### src/rtl/synth_seq_pkg.sv
package synth_seq_pkg;
  localparam int WORD_W = 24;
  localparam int STEP_W = 3;

  typedef enum logic [1:0] {
    SEQ_PWRUP  = 2'd0,
    SEQ_FAST   = 2'd1,
    SEQ_RETUNE = 2'd2
  } seq_e;

  function automatic logic [STEP_W-1:0] seq_last(input seq_e m);
    case (m)
      SEQ_PWRUP: seq_last = 3'd5;
      SEQ_FAST:  seq_last = 3'd4;
      default:   seq_last = 3'd0;
    endcase
  endfunction
endpackage

### src/rtl/sclk_tick_gen.sv
module sclk_tick_gen #(
  parameter int DIV_W = 8
) (
  input  logic             clk,
  input  logic             rst_n,
  input  logic             en,
  input  logic [DIV_W-1:0] div,
  output logic             tick
);
  logic [DIV_W-1:0] cnt_q, cnt_d, lim;

  assign lim  = (div == '0) ? '0 : div - 1'b1;
  assign tick = en && (cnt_q == lim);

  always_comb begin
    cnt_d = cnt_q;
    if (!en)       cnt_d = '0;
    else if (tick) cnt_d = '0;
    else           cnt_d = cnt_q + 1'b1;
  end

  always_ff @(posedge clk or negedge rst_n) begin
    if (!rst_n) cnt_q <= '0;
    else        cnt_q <= cnt_d;
  end
endmodule

### src/rtl/word_shifter.sv
module word_shifter
  import synth_seq_pkg::*;
(
  input  logic              clk,
  input  logic              rst_n,
  input  logic              load,
  input  logic [WORD_W-1:0] word,
  input  logic              tick,
  output logic              active,
  output logic              sclk,
  output logic              sdata,
  output logic              le,
  output logic              done
);
  typedef enum logic [1:0] {SH_IDLE, SH_SHIFT, SH_LATCH} sh_e;

  sh_e               st_q, st_d;
  logic              ph_q, ph_d;
  logic [4:0]        left_q, left_d;
  logic [1:0]        hold_q, hold_d;
  logic [WORD_W-1:0] sr_q, sr_d;

  assign active = (st_q != SH_IDLE);
  assign sclk   = (st_q == SH_SHIFT) && ph_q;
  assign sdata  = (st_q == SH_SHIFT) && sr_q[WORD_W-1];
  assign le     = (st_q == SH_LATCH);
  assign done   = (st_q == SH_LATCH) && tick && (hold_q == 2'd3);

  always_comb begin
    st_d   = st_q;
    ph_d   = ph_q;
    left_d = left_q;
    hold_d = hold_q;
    sr_d   = sr_q;
    case (st_q)
      SH_IDLE: if (load) begin
        st_d   = SH_SHIFT;
        ph_d   = 1'b0;
        left_d = 5'(WORD_W - 1);
        sr_d   = word;
      end
      SH_SHIFT: if (tick) begin
        if (!ph_q) ph_d = 1'b1;
        else begin
          ph_d = 1'b0;
          if (left_q == '0) begin
            st_d   = SH_LATCH;
            hold_d = '0;
          end else begin
            left_d = left_q - 1'b1;
            sr_d   = {sr_q[WORD_W-2:0], 1'b0};
          end
        end
      end
      SH_LATCH: if (tick) begin
        if (hold_q == 2'd3) st_d = SH_IDLE;
        else                hold_d = hold_q + 1'b1;
      end
      default: st_d = SH_IDLE;
    endcase
  end

  always_ff @(posedge clk or negedge rst_n) begin
    if (!rst_n) begin
      st_q   <= SH_IDLE;
      ph_q   <= 1'b0;
      left_q <= '0;
      hold_q <= '0;
      sr_q   <= '0;
    end else begin
      st_q   <= st_d;
      ph_q   <= ph_d;
      left_q <= left_d;
      hold_q <= hold_d;
      sr_q   <= sr_d;
    end
  end


  le_sclk_excl_chk: assert property (@(posedge clk) disable iff (!rst_n)
    !(le && sclk));


  sdata_hold_chk: assert property (@(posedge clk) disable iff (!rst_n)
    (sclk && $past(sclk)) |-> $stable(sdata));
endmodule

### src/rtl/seq_ctrl.sv
module seq_ctrl
  import synth_seq_pkg::*;
(
  input  logic              clk,
  input  logic              rst_n,
  input  logic              start_pwrup,
  input  logic              start_fastlock,
  input  logic              start_retune,
  input  logic              done,
  input  logic [WORD_W-1:0] noise_word,
  input  logic [WORD_W-1:0] ctrl_word,
  input  logic [WORD_W-1:0] rdiv_word,
  input  logic [WORD_W-1:0] ndiv_word,
  input  logic [11:0]       fl_timer,
  output logic              load,
  output logic [WORD_W-1:0] word,
  output logic              busy
);
  typedef enum logic [1:0] {C_IDLE, C_LOAD, C_WAIT} cst_e;

  cst_e              cst_q, cst_d;
  seq_e              mode_q, mode_d;
  logic [STEP_W-1:0] step_q, step_d;
  logic              start_any;

  assign start_any = start_pwrup | start_fastlock | start_retune;
  assign busy      = (cst_q != C_IDLE);
  assign load      = (cst_q == C_LOAD);

  always_comb begin
    word = ndiv_word;
    case (mode_q)
      SEQ_PWRUP: case (step_q)
        3'd0:    word = {22'b0, noise_word[1:0]};
        3'd1:    word = noise_word;
        3'd2:    word = {ctrl_word[23:3], 1'b1, ctrl_word[1:0]};
        3'd3:    word = {1'b0, rdiv_word[22:0]};
        3'd4:    word = ndiv_word;
        default: word = {ctrl_word[23:3], 1'b0, ctrl_word[1:0]};
      endcase
      SEQ_FAST: case (step_q)
        3'd0:    word = {1'b1, rdiv_word[22:14], fl_timer, rdiv_word[1:0]};
        3'd1:    word = noise_word;
        3'd2:    word = ctrl_word;
        3'd3:    word = {1'b0, 3'b110, rdiv_word[19:0]};
        default: word = {1'b1, ndiv_word[22:0]};
      endcase
      default: word = {1'b1, ndiv_word[22:0]};
    endcase
  end

  always_comb begin
    cst_d  = cst_q;
    mode_d = mode_q;
    step_d = step_q;
    case (cst_q)
      C_IDLE: if (start_any) begin
        cst_d  = C_LOAD;
        step_d = '0;
        if (start_pwrup)         mode_d = SEQ_PWRUP;
        else if (start_fastlock) mode_d = SEQ_FAST;
        else                     mode_d = SEQ_RETUNE;
      end
      C_LOAD: cst_d = C_WAIT;
      C_WAIT: if (done) begin
        if (step_q == seq_last(mode_q)) cst_d = C_IDLE;
        else begin
          step_d = step_q + 1'b1;
          cst_d  = C_LOAD;
        end
      end
      default: cst_d = C_IDLE;
    endcase
  end

  always_ff @(posedge clk or negedge rst_n) begin
    if (!rst_n) begin
      cst_q  <= C_IDLE;
      mode_q <= SEQ_PWRUP;
      step_q <= '0;
    end else begin
      cst_q  <= cst_d;
      mode_q <= mode_d;
      step_q <= step_d;
    end
  end


  start_ignored_chk: assert property (@(posedge clk) disable iff (!rst_n)
    (busy && start_any) |=> ($stable(mode_q) && (step_q >= $past(step_q))));
endmodule

### src/rtl/synth_prog_seq.sv
module synth_prog_seq
  import synth_seq_pkg::*;
#(
  parameter int DIV_W = 8
) (
  input  logic             clk,
  input  logic             rst_n,
  input  logic             start_pwrup,
  input  logic             start_fastlock,
  input  logic             start_retune,
  input  logic [DIV_W-1:0] sclk_div,
  input  logic [23:0]      noise_word,
  input  logic [23:0]      ctrl_word,
  input  logic [23:0]      rdiv_word,
  input  logic [23:0]      ndiv_word,
  input  logic [11:0]      fl_timer,
  output logic             sclk,
  output logic             sdata,
  output logic             le,
  output logic             busy
);
  logic              tick, active, load, done;
  logic [WORD_W-1:0] word;

  sclk_tick_gen #(.DIV_W(DIV_W)) u_tick (
    .clk(clk), .rst_n(rst_n), .en(active), .div(sclk_div), .tick(tick)
  );

  seq_ctrl u_ctrl (
    .clk(clk), .rst_n(rst_n),
    .start_pwrup(start_pwrup), .start_fastlock(start_fastlock),
    .start_retune(start_retune), .done(done),
    .noise_word(noise_word), .ctrl_word(ctrl_word),
    .rdiv_word(rdiv_word), .ndiv_word(ndiv_word), .fl_timer(fl_timer),
    .load(load), .word(word), .busy(busy)
  );

  word_shifter u_shift (
    .clk(clk), .rst_n(rst_n), .load(load), .word(word), .tick(tick),
    .active(active), .sclk(sclk), .sdata(sdata), .le(le), .done(done)
  );


  le_in_busy_chk: assert property (@(posedge clk) disable iff (!rst_n)
    (le || sclk) |-> busy);
endmodule

### config.mk
export PLATFORM = sky130hd
export DESIGN_NAME = synth_prog_seq
export DESIGN_NICKNAME = d
export VERILOG_FILES = /design/src/rtl/synth_seq_pkg.sv /design/src/rtl/sclk_tick_gen.sv /design/src/rtl/word_shifter.sv /design/src/rtl/seq_ctrl.sv /design/src/rtl/synth_prog_seq.sv
export SDC_FILE = /design/constraint.sdc
export NUM_CORES = 1
export LEC_CHECK = 0
export BUFFER_PORTS_ARGS = -buffer_cell sky130_fd_sc_hd__buf_2
export CAP_MARGIN = 20
export CORE_ASPECT_RATIO = 0.8
export CORE_MARGIN = 5
export CORE_UTILIZATION = 57
export CTS_CLUSTER_SIZE = 40
export DETAILED_ROUTE_END_ITERATION = 8
export PLACE_DENSITY = 0.94
export SYNTH_ARGS = -nofsm -noshare
export SYNTH_HDL_FRONTEND = slang
export SYNTH_SLANG_ARGS = --single-unit
### constraint.sdc
create_clock -name clk -period 4.6 [get_ports clk]
set_input_delay 0.23 -clock clk [delete_from_list [all_inputs] [get_ports clk]]
set_output_delay 0.23 -clock clk [all_outputs]
set_load 0.02 [all_outputs]
; ---- Word-level counts from Yosys, hierarchy flattened
; Index checks and enable logic that the tools add are counted.
[op_classes]
mux = 46
reduce_logical = 23
n_addsub = 5
n_eq_ne = 23
bitwise_logic = 2
[op_table]
columns = operator, count
row1 = $pmux W24 S5, 1
row2 = $mux W24, 4
row3 = $pmux W24 S2, 2
row4 = $pmux W24 S4, 1
row5 = $mux W2, 15
row6 = $mux W8, 3
row7 = $mux W5, 4
row8 = $mux W3, 5
row9 = $ne A2 B2 Y1 const B, 6
row10 = $pmux W2 S3, 2
row11 = $pmux W3 S2, 2
row12 = $reduce_and A6 Y1, 2
row13 = $ne A2 B1 Y1 const B, 5
row14 = $pmux W5 S2, 1
row15 = $reduce_bool A2 Y1, 5
row16 = $add A8 B1 Y8 const B, 1
row17 = $eq A8 B8 Y1, 1
row18 = $logic_not A8 Y1, 1
row19 = $sub A8 B1 Y8 const B, 1
row20 = $eq A2 B1 Y1 const B, 3
row21 = $eq A2 B2 Y1 const B, 3
row22 = $eq A3 B2 Y1 const B, 2
row23 = $logic_not A2 Y1, 3
row24 = $logic_and A1 B1 Y1, 5
row25 = 16 further kinds, 21
[totals]
output_inout_bits = 4
inputBits = 121
ff_bits = 49
elab_cells = 108

; ---- Logic depth before layout (Yosys ltp)
[logic_depth]
word_depth = 12
ltp_mapped = 12
depth_no_buf = 9

; ---- Modules after synthesis
; A second synthesis with hierarchy kept.
[unflattened]
hier_cells = 413
hier_area_um2 = 4166.5
[by_module_without_submodules]
columns = mod, cells_per_inst, seq_area_each_um2, area_per_inst_um2, instances
row1 = word_shifter, 135, 850.8, 1876.8, 1
row2 = seq_ctrl, 181, 175.2, 1455.1, 1
row3 = sclk_tick_gen, 97, 200.2, 834.6, 1

; ---- Least setup slack after synthesis
; No wires, ideal clock.
[synth_timing]
path_kind = input to register
startpoint = input sclk_div[2]
endpoint = register u_shift.left_q[3]
setup_time_ns = 0.078
setup_slack_ns = 1.294
required_ns = 4.522
arrival_ns = 3.228
cell_stages = 9
path_buffers = 2
path_cell_list = or4_1 buf_2 or4_4 a311o_1 or4_1 or4_1 clkbuf_2 or4_1 a21oi_1
[synth_between]
elab_chain_len = 6
word_cells_on_any_way = 7
cone_classes = add/sub (1) / eq/ne (2) / mux (1) / reduce/logical (3)
[synth_rtl]
columns = element, line_no
row1 = from (decl), synth_prog_seq.sv:11  ; input logic [DIV_W-1:0] sclk_div,
row2 = $sub A8 B1 Y8 / $logic_not A8 Y1 (equally long branches), sclk_tick_gen.sv:12  ; assign lim = (div == '0) ? '0 : div - 1'b1;
row3 = $mux W8 (*), sclk_tick_gen.sv:12
row4 = $eq A8 B8 Y1 (*), sclk_tick_gen.sv:13  ; assign tick = en && (cnt_q == lim);
row5 = $logic_and A1 B1 Y1 (*), sclk_tick_gen.sv:13
row6 = $ne A2 B1 Y1 (no source line) (*), n/a
row7 = $reduce_and A5 Y1 (no source line) (*), n/a
row8 = to (signal assigned), word_shifter.sv:73  ; left_q <= left_d;
row9 = to (decl), word_shifter.sv:19  ; logic [4:0] left_q, left_d;
; Mark *: on every way between the ends. The rest lies on a longest branch, timed or not.
; A chain may end at the register's enable or synchronous reset.

; ---- Worst setup path in the final report
; Same ends and word-level chain as after synthesis.

==> summary.txt <==
Floorplan
  – Rows: 28
  – Starting Density: 58.31%
  – Die Y: 87.78 µm
  – DIE AREA: about 0.0094 mm²
  – Core ar.: 0.007392 mm²
  – Die width: 107.2 µm
  – IO Count: between 100 and 150

Clocking
  – CTS tree: done
  – Setup bufs post-CTS: 0
  – Skew-Pair Late Insertion Delay: around 0.32 ns
  – Post-CTS Resized: 0
  – Clock sink count: 49
  – Reg clk slew, reported paths: roughly 0.090 ns
  – CTS H-tree lvls: 2
  – Cts-stage hold buffer count: 0
  – CTS max path bufs: 2
  – Total CTS buffers: 5
  – CTS Root Cell: clkbuf_8

Synthesis
  – Most frequent cell after synthesis: nand2_1
  – Cells after Synth: between 500 and 600
  – Yosys top cell by area: dfrtp_1
  – Post-synth top flop: dfrtp_1
  – Mux cell area share after synthesis: slightly below 7%
  – Synth Area in Compound Gates: 31.81%
  – Mapped Area: 0.004310 mm²
  – EDFF count, synth: 0
  – Library cells used by synthesis: between 60 and 70
  – Sequential share of the synthesized area: 28.45%
  – FFs w/ async S/R, synth: 100.0%
  – Syn Area/Cell: 7.752 µm²
  – FF+latch count, synth: 49
  – Post-synthesis simple-gate area fraction: 21.80%
  – Largest family of logic cells by synthesized area: compound AO/OA/AOI/OAI gates
  – Yosys top cell area share: 28.45%
  – Top post-synthesis cells by area: dfrtp_1 (28%), a21oi_1 (6.2%), nand2_1 (6.0%), mux2_2 (5.5%), a221oi_1 (4.1%)
  – Synth Area in Adders: 2.903%
  – Synth top cells by count: nand2_1 (69), a21oi_1 (53), dfrtp_1 (49)
  – Xor-xnor portion of the synthesized cell area: 2.032%
  – Mapped Nets: 687
  – Ys Warns: 0

Finish
  – Final nets: 786
  – Share of cells above drive strength 1: a little over a quarter
  – Area delta synth->final: 17.74%
  – Ant diodes: 0

STA
  – Pins Over Slew Limit: 0
  – Post-layout minimum cycle time: 3.437 ns
  – Min Hold Slack: around 0.016 ns
  – Achievable frequency: 290.9 MHz
  – Final TNS setup: 0 ns
  – Slew HR: a little over a quarter
  – Worst slew pin tran: approximately 1.1 ns
  – Final setup viols: 0
  – Final Cycle Share: 74.72%
  – Skew final: between 0.015 and 0.02 ns
  – Final hold violations: 0
  – RSZ-0062 raised after global routing: no

Power and ir drop
  – Pwr per Cell Area: about 230 mW/mm²
  – Clock Power Share: 22.5%
  – Sw power: 0.0004104 W
  – Comb pwr share: ~30%
  – Internal power: about 0.00075 W
  – LEAKAGE: 2.325 nW
  – Switching share of power: 35.46%
  – Max IR drop VDD: 193.2 µV
  – Reg power frac: slightly below 50%

Worst setup path
  – Setup crit start kind: primary input
  – Setup crit start: sclk_div[2]
  – Critical Path End Type: flop
  – Critical path class: primary input to flop
  – CP required: 4.83 ns
  – Worst path arrival time: around 3.7 ns
  – Crit-path max FO: 9
  – Worst R2R Start: u_ctrl.step_q[0]

Global routing
  – Antenna violations before repair: 0
  – Largest net degree at the start of global routing: 50
  – First-pass GRT wire length: about 23000 µm
  – GR Overflow Total: 0
  – GRT Overall Usage: 29.94%
  – Vias in the first global route: around 4800

Route
  – Met2 WL post-DR: around 6400 µm
  – DRT Pass-1 Iters: 6
  – Via density: 6.735
  – Routed wire per std cell: 19.21 µm
  – Wirelength, routed: 14620 µm
  – Iteration-0 DRC Markers: about 780
  – Final ANT Viol Nets: 0
  – Highest routed layer: met4
  – Via count: 5125
  – Metal3 WL: around 1600 µm
  – Residual DRC: 0
  – WL met1: 6042 µm

Placed design
  – Routability cong.: 0.9417
  – Port Buf Inserts: around 120
  – Post-DP HPWL: 10760 µm

Job
  – Max-capacitance violation count: 0

Status
  – Status: complete, no violations

Hold path
  – Hold WC Path Type: primary input to asynchronous set/reset pin
## cells in the final DEF (no fill, tap or decap), types with 3 or more instances in the layout
cell type / Yosys / final
inv_1: 28 / 28
mux2i_1: 6 / 6
nor3_1: 14 / 14
o22ai_1: 14 / 14
o21ai_0: 24 / 24
or2_2: 4 / 4
a21o_1: 7 / 7
xnor2_1: 5 / 5
a31oi_1: 12 / 12
nand2_1: 69 / 69
or4_1: 5 / 5
buf_2: 3 / 123
nor4_1: 6 / 5
dfrtp_1: 49 / 49
mux2_2: 21 / 21
a221o_1: 14 / 14
ha_1: 10 / 10
and3_1: 5 / 5
clkbuf_8: 0 / 5
a222oi_1: 3 / 3
nand4_1: 7 / 7
a22oi_1: 20 / 20
nor2_1: 36 / 35
nand2b_1: 7 / 7
and2_1: 3 / 3
buf_4: 0 / 10
nor2b_1: 8 / 7
a221oi_1: 20 / 20
xor2_1: 5 / 5
nand3_1: 12 / 12
a21oi_1: 53 / 52
o31ai_1: 7 / 7
a211oi_1: 3 / 3
## stage by stage
stage / area (µm²) / util, % / worst slack (ns) / total power [W] / instances
6_report: 5075 / 68.65 / 1.163 / 0.001157 / 761
5_1_grt: 5075 / 68.65 / 1.062 / 0.001215 / 761
4_1_cts: 5075 / 68.65 / 1.189 / 0.001150 / 761
3_5_place_dp: 4989 / 67.48 / 0.8863 / 0.0008933 / 753
3_3_place_gp: 4989 / 67.48 / 0.9522 / 0.0008750 / 753
2_1_floorplan: 4310 / - / 1.294 / 0.0007510 / 556
## metal layers
layer	up-vias	GRT usage, %
met5	-	0
met4	0	12.31
met3	70	6.706
met2	363	46.11
met1	2391	41.02
li1	2301	-
## path summary, 6_finish.rpt
kind | endpoint | slack (ns) | depth (start not counted)
hold / removal | u_tick.cnt_q[0] | 0.02 | 2
setup / recovery | u_shift.left_q[3] | 1.16 | 8
min in group clk | u_ctrl.mode_q[0] | 0.17 | 2
max in group asynchronous | u_shift.sr_q[20] | 4.15 | 2
setup reg to reg | u_shift.sr_q[10] | 1.32 | 9
hold reg to reg | u_shift.hold_q[0] | 0.50 | 1
## state kept, by name, indices dropped and copies added (netlist names)
name / count
u_shift.sr_q: 24
u_shift.ph_q: 1
u_shift.left_q: 5
u_ctrl.step_q: 3
u_ctrl.cst_q: 2
u_shift.hold_q: 2
u_tick.cnt_q: 8
u_ctrl.mode_q: 2
u_shift.st_q: 2
## cells by family (layout without fill, tap and decap cells)
group           after synthesis  in the layout
compound gates              200            200
xor+xnor                     10             10
fa+ha+maj                    10             10
buf+inv                      69            169
flops                        49             49
mux                          27             27
simple gates                191            191
## power by group through the flow
| stage | Combinational, W | Sequential, W | Clock (W) |
|---|---|---|---|
| after global routing | 0.000370 | 0.000564 | 0.000282 |
| final | 0.000339 | 0.000558 | 0.000260 |
| after CTS | 0.000335 | 0.000553 | 0.000262 |
| after detailed placement | 0.000332 | 0.000561 | 0 |
| after floorplan | 0.000228 | 0.000523 | 0 |
| after global placement | 0.000319 | 0.000556 | 0 |
## final cells by class
cell class | count | area (µm²)
clock buffers | 6 | 72.57
multi-input cells | 438 | 2835
well taps | 105 | 131.4
clock inverters | 2 | 13.76
repair buffers | 133 | 690.7
flip-flops and latches | 49 | 1226
fillers | 601 | 2317
inverters | 28 | 105.1
## worst max-delay path: stages
cell     delay (ns)
buf_2          0.14
or4_1          0.70
or4_4          0.54
a311o_1        0.33
or4_1          0.44
or4_1          0.56
or4_1          0.54
a21oi_1        0.18
Power figures use the tool's default switching activity.
